File: src/rtl/plw_pkg.sv
package plw_pkg;
  typedef enum logic [1:0] {
    ST_IDLE  = 2'd0,
    ST_LOAD  = 2'd1,
    ST_DRAIN = 2'd2,
    ST_PROG  = 2'd3
  } plw_state_e;
endpackage

File: src/rtl/plw_interval.sv
// Cycle counter: done is high in the cycle where LIMIT-1 counts are complete.
module plw_interval #(
  parameter int unsigned LIMIT = 8
) (
  input  logic clk,
  input  logic rst_n,
  input  logic clear,
  input  logic run,
  output logic done
);
  localparam int unsigned CW = (LIMIT > 1) ? $clog2(LIMIT) : 1;

  logic [CW-1:0] cnt_q;

  assign done = run && (cnt_q == CW'(LIMIT - 1));

  always_ff @(posedge clk or negedge rst_n) begin
    if (!rst_n)              cnt_q <= '0;
    else if (clear)          cnt_q <= '0;
    else if (run && !done)   cnt_q <= cnt_q + 1'b1;
  end
endmodule

File: src/rtl/plw_page_buf.sv
// Page storage with a per-offset loaded mask; unloaded offsets read as erased.
module plw_page_buf #(
  parameter int unsigned OFS_W  = 8,
  parameter int unsigned DATA_W = 8
) (
  input  logic              clk,
  input  logic              rst_n,
  input  logic              wr_en,
  input  logic [OFS_W-1:0]  wr_ofs,
  input  logic [DATA_W-1:0] wr_data,
  input  logic              clr,
  input  logic [OFS_W-1:0]  rd_ofs,
  output logic [DATA_W-1:0] rd_data
);
  localparam int unsigned DEPTH = 1 << OFS_W;
  localparam logic [DATA_W-1:0] ERASED = {DATA_W{1'b1}};

  logic [DATA_W-1:0] mem_q [DEPTH];
  logic [DEPTH-1:0]  mask_q;

  always_ff @(posedge clk) begin
    if (wr_en) mem_q[wr_ofs] <= wr_data;
  end

  always_ff @(posedge clk or negedge rst_n) begin
    if (!rst_n)      mask_q <= '0;
    else if (clr)    mask_q <= '0;
    else if (wr_en)  mask_q[wr_ofs] <= 1'b1;
  end

  assign rd_data = mask_q[rd_ofs] ? mem_q[rd_ofs] : ERASED;
endmodule

File: src/rtl/plw_region_lock.sv
// Flags pages inside a protected boot region at either end of the space.
module plw_region_lock #(
  parameter int unsigned PAGE_W     = 11,
  parameter int unsigned BOOT_PAGES = 64
) (
  input  logic [PAGE_W-1:0] page,
  input  logic              lock_lo,
  input  logic              lock_hi,
  output logic              locked
);
  localparam int unsigned NUM_PAGES = 1 << PAGE_W;

  generate
    if (BOOT_PAGES == 0) begin : g_none
      assign locked = 1'b0;
    end else begin : g_regions
      localparam logic [PAGE_W-1:0] LO_END  = PAGE_W'(BOOT_PAGES);
      localparam logic [PAGE_W-1:0] HI_BASE = PAGE_W'(NUM_PAGES - BOOT_PAGES);
      logic lo_hit, hi_hit;
      assign lo_hit = lock_lo && (page < LO_END);
      assign hi_hit = lock_hi && (page >= HI_BASE);
      assign locked = lo_hit || hi_hit;
    end
  endgenerate
endmodule

File: src/rtl/plw_page_writer.sv
module plw_page_writer
  import plw_pkg::*;
#(
  parameter int unsigned ADDR_W       = 19,
  parameter int unsigned DATA_W       = 8,
  parameter int unsigned OFS_W        = 8,
  parameter int unsigned LOAD_TIMEOUT = 32,
  parameter int unsigned PROG_CYCLES  = 64,
  parameter int unsigned BOOT_BYTES   = 16384
) (
  input  logic                     clk,
  input  logic                     rst_n,
  input  logic                     ld_valid,
  output logic                     ld_ready,
  input  logic [ADDR_W-1:0]        ld_addr,
  input  logic [DATA_W-1:0]        ld_data,
  input  logic                     lock_low,
  input  logic                     lock_high,
  output logic                     busy,
  output logic                     page_err,
  output logic                     aw_valid,
  input  logic                     aw_ready,
  output logic [ADDR_W-OFS_W-1:0]  aw_page,
  output logic [OFS_W-1:0]         aw_offset,
  output logic [DATA_W-1:0]        aw_data,
  output logic                     aw_last
);
  localparam int unsigned PAGE_W     = ADDR_W - OFS_W;
  localparam int unsigned BOOT_PAGES = BOOT_BYTES >> OFS_W;

  plw_state_e          state_q;
  logic [PAGE_W-1:0]   page_q;
  logic [OFS_W-1:0]    idx_q;
  logic                err_q;

  logic [OFS_W-1:0]    in_ofs;
  logic [PAGE_W-1:0]   in_page;
  logic take, first_hit, same_hit, stray_hit, buf_wr;
  logic win_done, expire, locked, beat, idx_top, prog_done, buf_clr;
  logic [DATA_W-1:0]   rd_byte;

  assign in_ofs   = ld_addr[OFS_W-1:0];
  assign in_page  = ld_addr[ADDR_W-1:OFS_W];

  assign ld_ready  = (state_q == ST_IDLE) || (state_q == ST_LOAD);
  assign take      = ld_valid && ld_ready;
  assign first_hit = take && (state_q == ST_IDLE);
  assign same_hit  = take && (state_q == ST_LOAD) && (in_page == page_q);
  assign stray_hit = take && (state_q == ST_LOAD) && (in_page != page_q);
  assign buf_wr    = first_hit || same_hit;

  // Inactivity window: restarted by every stored byte, not by stray ones.
  plw_interval #(.LIMIT(LOAD_TIMEOUT)) u_win (
    .clk   (clk),
    .rst_n (rst_n),
    .clear (buf_wr || (state_q != ST_LOAD)),
    .run   (state_q == ST_LOAD),
    .done  (win_done)
  );
  assign expire = win_done && !same_hit;

  plw_region_lock #(.PAGE_W(PAGE_W), .BOOT_PAGES(BOOT_PAGES)) u_lock (
    .page    (page_q),
    .lock_lo (lock_low),
    .lock_hi (lock_high),
    .locked  (locked)
  );

  assign beat    = (state_q == ST_DRAIN) && aw_ready;
  assign idx_top = (idx_q == {OFS_W{1'b1}});

  plw_interval #(.LIMIT(PROG_CYCLES)) u_prog (
    .clk   (clk),
    .rst_n (rst_n),
    .clear (state_q != ST_PROG),
    .run   (state_q == ST_PROG),
    .done  (prog_done)
  );

  assign buf_clr = (expire && locked) || prog_done;

  plw_page_buf #(.OFS_W(OFS_W), .DATA_W(DATA_W)) u_buf (
    .clk     (clk),
    .rst_n   (rst_n),
    .wr_en   (buf_wr),
    .wr_ofs  (in_ofs),
    .wr_data (ld_data),
    .clr     (buf_clr),
    .rd_ofs  (idx_q),
    .rd_data (rd_byte)
  );

  always_ff @(posedge clk or negedge rst_n) begin
    if (!rst_n) begin
      state_q <= ST_IDLE;
      page_q  <= '0;
      idx_q   <= '0;
    end else begin
      unique case (state_q)
        ST_IDLE: if (first_hit) begin
          state_q <= ST_LOAD;
          page_q  <= in_page;
        end
        ST_LOAD: if (expire) begin
          state_q <= locked ? ST_IDLE : ST_DRAIN;
          idx_q   <= '0;
        end
        ST_DRAIN: if (beat) begin
          idx_q <= idx_q + 1'b1;
          if (idx_top) state_q <= ST_PROG;
        end
        ST_PROG: if (prog_done) state_q <= ST_IDLE;
        default: state_q <= ST_IDLE;
      endcase
    end
  end

  always_ff @(posedge clk or negedge rst_n) begin
    if (!rst_n)         err_q <= 1'b0;
    else if (stray_hit) err_q <= 1'b1;
  end

  assign busy      = (state_q == ST_DRAIN) || (state_q == ST_PROG);
  assign page_err  = err_q;
  assign aw_valid  = (state_q == ST_DRAIN);
  assign aw_page   = page_q;
  assign aw_offset = idx_q;
  assign aw_data   = rd_byte;
  assign aw_last   = aw_valid && idx_top;
endmodule

File: config.mk
export PLATFORM = sky130hd
export DESIGN_NAME = plw_page_writer
export DESIGN_NICKNAME = d
export VERILOG_FILES = /design/src/rtl/plw_pkg.sv /design/src/rtl/plw_interval.sv /design/src/rtl/plw_page_buf.sv /design/src/rtl/plw_region_lock.sv /design/src/rtl/plw_page_writer.sv
export SDC_FILE = /design/constraint.sdc
export NUM_CORES = 2
export LEC_CHECK = 0
export BUFFER_PORTS_ARGS = -buffer_cell sky130_fd_sc_hd__buf_2
export CAP_MARGIN = 20
export CORE_ASPECT_RATIO = 0.5
export CORE_MARGIN = 2
export CORE_UTILIZATION = 30
export DETAILED_ROUTE_END_ITERATION = 12
export PLACE_DENSITY = 0.45
export SLEW_MARGIN = 20
export SYNTH_ARGS = -nofsm -noshare
export SYNTH_HDL_FRONTEND = slang
export SYNTH_SLANG_ARGS = --single-unit
File: constraint.sdc
create_clock -name clk -period 3.29 [get_ports clk]
set_input_delay 0.658 -clock clk [delete_from_list [all_inputs] [get_ports clk]]
set_output_delay 0.658 -clock clk [all_outputs]
set_load 0.005 [all_outputs]
# Word-level counts from Yosys, hierarchy flattened
# Memories as Yosys holds them, arrays and structs flattened.
# Index checks and enable logic that the tools add are counted.
# classes
n_mux,23
n_lt_le_gt_ge,5
addsub,3
reduce_logical,33
eq_ne,15
bitwise,1
# op_table
op,n
$mux W256,2
$or A256 B256 Y256,1
$mux W8,3
$lt A8 B9 Y1 const B,2
$logic_and A1 B1 Y1,16
$pmux W8 S2,1
$mux W2,6
$mux W6,2
$eq A11 B11 Y1,1
$ge A11 B11 Y1 const B,1
$lt A11 B7 Y1 const B,1
$ne A11 B11 Y1,1
$mux W5,2
$add A8 B1 Y8 const B,1
$bmux W1 S8,1
$demux W1 S8,1
$eq A8 B8 Y1 const B,1
$ge A8 B1 Y1 const B,1
$ne A2 B2 Y1 const B,4
$pmux W2 S4,1
$reduce_bool A2 Y1,4
$add A6 B1 Y6 const B,1
$eq A6 B6 Y1 const B,1
$logic_or A1 B1 Y1,6
11 further kinds,19
# totals
output_inout_bits,32
n_memories,1
elab_cells,88
ff_bits,289
ramBits,2048
inputBits,33
# mem_list
memory,depth,width,read_ports,rd_clocked_by_memory_dff,wr,line,text
u_buf.mem_q,256,8,1,0,1,plw_page_buf.sv:18,logic [DATA_W-1:0] mem_q [DEPTH];

# Longest topological paths before layout
# logic_depth
word_depth,10
depth_mapped,13
depth_no_buf,7

# By module
# A second synthesis with hierarchy kept.
# hier_totals
hier_cells,4686
hier_area_um2,92042.0
# by_module_without_submodules
mod,cells_per_inst,area_each_um2,seq_area_each_um2,instances
plw_page_buf,4504,90140.2,67905.1,1
plw_page_writer,111,1234.9,550.5,1
plw_interval (u_prog),42,374.1,150.1,1
plw_interval (u_win),24,256.5,125.1,1
plw_region_lock,5,36.3,0.0,1

# Worst setup path before layout
# Ideal clock, no wire load.
# synth_timing
path_type,reg-to-output
start,"register idx_q[1], in the netlist aw_offset[1]"
end,output aw_data[2]
path_stages_with_launch,12
n_path_buf,5
path_slack_ns,-0.080
t_required_ns,2.632
arrival_time_ns,2.712
path_cell_list,dfrtp_1 > buf_4 > buf_6 > buf_2 > buf_2 > buf_1 > mux4_2 > a221oi_1 > o21ai_0 > nor3_1 > nor3_1 > a311o_1
# synth_between
elab_chain_len,3
word_cells_on_any_way,4
classes_between,mux (3); memory (1)
# synth_rtl
element,line,text
start: declaration,plw_page_writer.sv:33,logic [OFS_W-1:0] idx_q;
start signal: assignment,plw_page_writer.sv:109,idx_q <= idx_q + 1'b1;
$bmux W1 S8,plw_page_buf.sv:31,assign rd_data = mask_q[rd_ofs] ? mem_q[rd_ofs] : ERASED;
$mux W1 (not written as such),plw_page_buf.sv:31,
$mux W8 (*),plw_page_buf.sv:31,
end: declaration,plw_page_writer.sv:25,"output logic [DATA_W-1:0] aw_data,"
# Mark *: on every way between the ends. The rest lies on a longest branch, timed or not. The select of a mux whose other input is x is not followed.

# Worst setup path in the final report
# layout_timing
start,"register idx_q[0], in the netlist aw_offset[0]"
end,output aw_data[1]
# The elaborated chain is that of the path after synthesis.

==> results.yml <==
run_status:
  status: "finished with violations"
  failed_checks: "negative setup slack"
synthesis:
  synth_async_sr_flop_share_pct: 12.37
  syn_avg_cell_area_um2: 19.67
  yosysTopAreaCellShare_pct: 67.13
  ys.flop_type: "edfxtp_1"
  yosysUniqueCellTypes: 75
  synth_edf_count: 2048
  ys_warn_count: 0
  ys_ff_latch: 2337
  yosysSeqAreaShare_pct: 75.02
  syn_nets: 4695
  synth.cell_area_mm2: 0.09162
  synth_top_area_cell: "edfxtp_1"
  synth_cells: 4658
  synthTopCellsByArea: "edfxtp_1 67%, mux4_2 12%, dfrtp_1 7.9%, o21a_1 2.1%, mux2i_1 2.0%"
power_and_ir_drop:
  vdd_drop_max_v: 0.0004334
  comb_power_share_pct: 16.1
  clock_power_share_pct: 37.7
  leakage_nw: 38.57
  p_int_mw: 52.42
  power_switching_mw: 18.10
  seqPwrFrac_pct: 46.2
  power_density_mw_per_mm2: 612.3
  p_sw_share_pct: 25.67
clock_network:
  tritoncts: "done"
  root_buffer: "clkbuf_16"
  path_clk_slew_ps: 70
  cts_sinks: 2337
  worst_skew_pair.late_latency_ps: 910
  clock_path_buffers: 4
  numCtsBuffers: 228
  h-tree-depth: 4
die:
  die_y_um: 394.8
  die_area_mm2: 0.3101
  start_util_pct: 30.16
  io-pin-count: 65
  coreArea_mm2: 0.3038
  std_cell_rows: 143
  die_w_um: 785.5
min_path:
  hold_depth: 2
  hold_class: "primary input to flop"
setup_path:
  r2r_cells: 11
  cp_max_fo: 7
  end_kind: "output port"
  reg2reg_setup_slack_ps: 210
  crit_type: "flop to output port"
  crit_required_ps: 2630
  cp-startpoint: "aw_offset[0]"
  r2r-start: "aw_page[6]"
  startpoint_type: "flop"
  worstPathArrival_ps: 4300
  endpoint: "aw_data[1]"
  r2r_end: "u_buf.mem_q[162][6]"
global_route:
  grt_max_degree: 105
  antenna_found_initial: 25
  grt_pass1_wl_um: 428000
  grt_overflow: 0
  grt_pass1_vias: 53080
  grt.total_usage_pct: 19.56
drt:
  wirelength_um: 309000
  num_vias: 51995
  drt-vias-per-instance: 5.177
  drt_pass1_iterations: 5
  drt_first_iter_violations: 6062
  drc: 0
  avgRoutedWirePerCell_um: 30.77
  ant_nets: 0
layout:
  finalNetCount: 5825
  area_delta_synth_final_pct: 25.71
  drive_above_1_share_pct: 37.27
  final_util_pct: 37.91
timing:
  hold_violations: 0
  fin_crit_ps: 4957
  worst_hold_slack_ps: 66.80
  setup_viol: 9
  tightest_slew_ps: 969.6
  skew_ps: 66.87
  finalMaxSlewViolations: 0
  fin_crit_sh_pct: 150.7
  setup_slack_ps: -1667
  rsz0062_at_grt: "true"
  maxSlewHeadroom_pct: 35.20
  max_freq_mhz: 201.7
place:
  place_ws_ps: -1678
  io_buffers: 64
  dp_hpwl_um: 204100
  routabilityCongestion: 0.8227
job:
  maxCapViolCount: 0
[power groups by stage]
stage / registers [mW] / clock network [mW] / logic, mW
global placement: 33.2 / 0 / 10.0
floorplan: 33.1 / 0 / 4.17
CTS: 32.6 / 27.2 / 10.9
detailed placement: 33.2 / 0 / 10.1
global route: 32.6 / 28.3 / 11.7
finish: 32.6 / 26.6 / 11.3
[layout by cell type (no fill, tap or decap), types with 18 or more instances in the layout]
cell / instances
o22ai_1: 28
bufinv_16: 18
edfxtp_1: 2048
mux2_2: 30
buf_12: 148
buf_6: 35
dfrtp_1: 281
a22oi_2: 28
mux2i_1: 169
a22oi_1: 90
clkbuf_8: 39
o221ai_1: 31
nand2_1: 101
buf_4: 906
clkinv_1: 26
buf_16: 19
o21a_1: 257
clkbuf_16: 241
o21ai_0: 27
clkinv_2: 47
buf_2: 53
mux4_2: 487
clkbuf_1: 57
nor2_1: 314
a221oi_1: 21
a21oi_1: 66
nand3_1: 28
[Yosys cell counts (all sizes together), types with 6 or more instances]
cell     instances
and2            13
o21ai           45
inv              9
nor4             8
a211oi          27
nor3            17
xnor2            8
nand2          112
o211ai           9
edfxtp        2048
clkbuf         133
a311o            6
xor2            15
and3             7
mux4           497
a21oi           85
o21a           257
o221ai          32
a2111oi         11
nand3           40
a221oi          39
nand4           11
a221o            6
nor2b           20
a22o            10
o22ai           31
mux2i          180
buf            153
nand2b           6
a22oi          118
mux2            30
nor2           322
a211o            7
dfrtp          289
a311oi           9
[through the flow]
step | area, µm² | std cells | TNS (ps) | power, mW
after global routing | 115200 | 10041 | -13360 | 72.64
after floorplan | 91640 | 4658 | -5.482 | 37.32
after detailed placement | 105200 | 9532 | -14460 | 43.29
final | 115200 | 10044 | -12950 | 70.52
after global placement | 105200 | 9532 | -14850 | 43.24
after CTS | 114200 | 10004 | -13800 | 70.68
[routing by layer]
layer / part of all wire [%] / wire length [µm] / track usage [%] / vias up
li1: - / - / - / 21412
met1: 44 / 136300 / 28.08 / 28263
met2: 46 / 143300 / 31.08 / 1909
met3: 6.6 / 20480 / 3.167 / 409
met4: 2.9 / 8940 / 4.997 / 2
met5: 0.0042 / 13 / 0 / -
[worst max-delay path, cell delays in order, from the launching register on]
cell and delay [ps]:
dfrtp_4 510, buf_12 160, buf_12 150, buf_4 140, buf_12 140, mux4_2 430, a22oi_2 240, nand3_2 160
a2111oi_4 570, buf_4 210, a211oi_4 50, or3_4 460, buf_6 130
[cell type report]
class / instances / area (µm²)
Fill cell: 27820 / 188600
Sequential cell: 2337 / 68750
Multi-Input combinational cell: 2025 / 22430
Timing Repair Buffer: 1186 / 11380
Clock buffer: 323 / 6521
Tap cell: 4060 / 5080
Clock inverter: 99 / 952.2
Inverter: 10 / 43.79
Antenna cell: 4 / 10.01
[state kept, by name, indices dropped and copies added (netlist names), named ones only]
signal	flops
u_buf.mem_q	2048
page_err	1
state_q	1
u_buf.mask_q	256
aw_offset	8
u_prog.cnt_q	6
u_win.cnt_q	5
aw_page	11
[worst min-delay path by stage]
stage	start	to	slack, ps
after floorplan	rst_n	async pin	360
after global placement	page_err	page_err	460
after detailed placement	page_err	page_err	470
after CTS	ld_addr[18]	aw_page[10]	0.6
after global routing	ld_addr[10]	aw_page[2]	30
final	ld_addr[18]	aw_page[10]	70
[timing repair]
item	in CTS	in global routing
buffers inserted	38	45
hold buffers	6	0
endpoints found under the setup margin	9	8
resized for setup	181	120
endpoints found under the hold margin	52	0
cloned	10	6
pin swaps	28	61
[kinds of logic (layout without fill, tap and decap cells)]
group,count (synthesis),in the layout,share of synthesized area (%)
xor+xnor,23,23,0.2199
simple gates,572,572,2.666
other cells,0,4,0
fa+ha+maj,4,4,0.05463
flops,2337,2337,75.02
mux,707,707,14.62
compound gates,719,719,5.718
buf+inv,296,1618,1.702
Note: power is estimated with default switching activity, not from simulation.
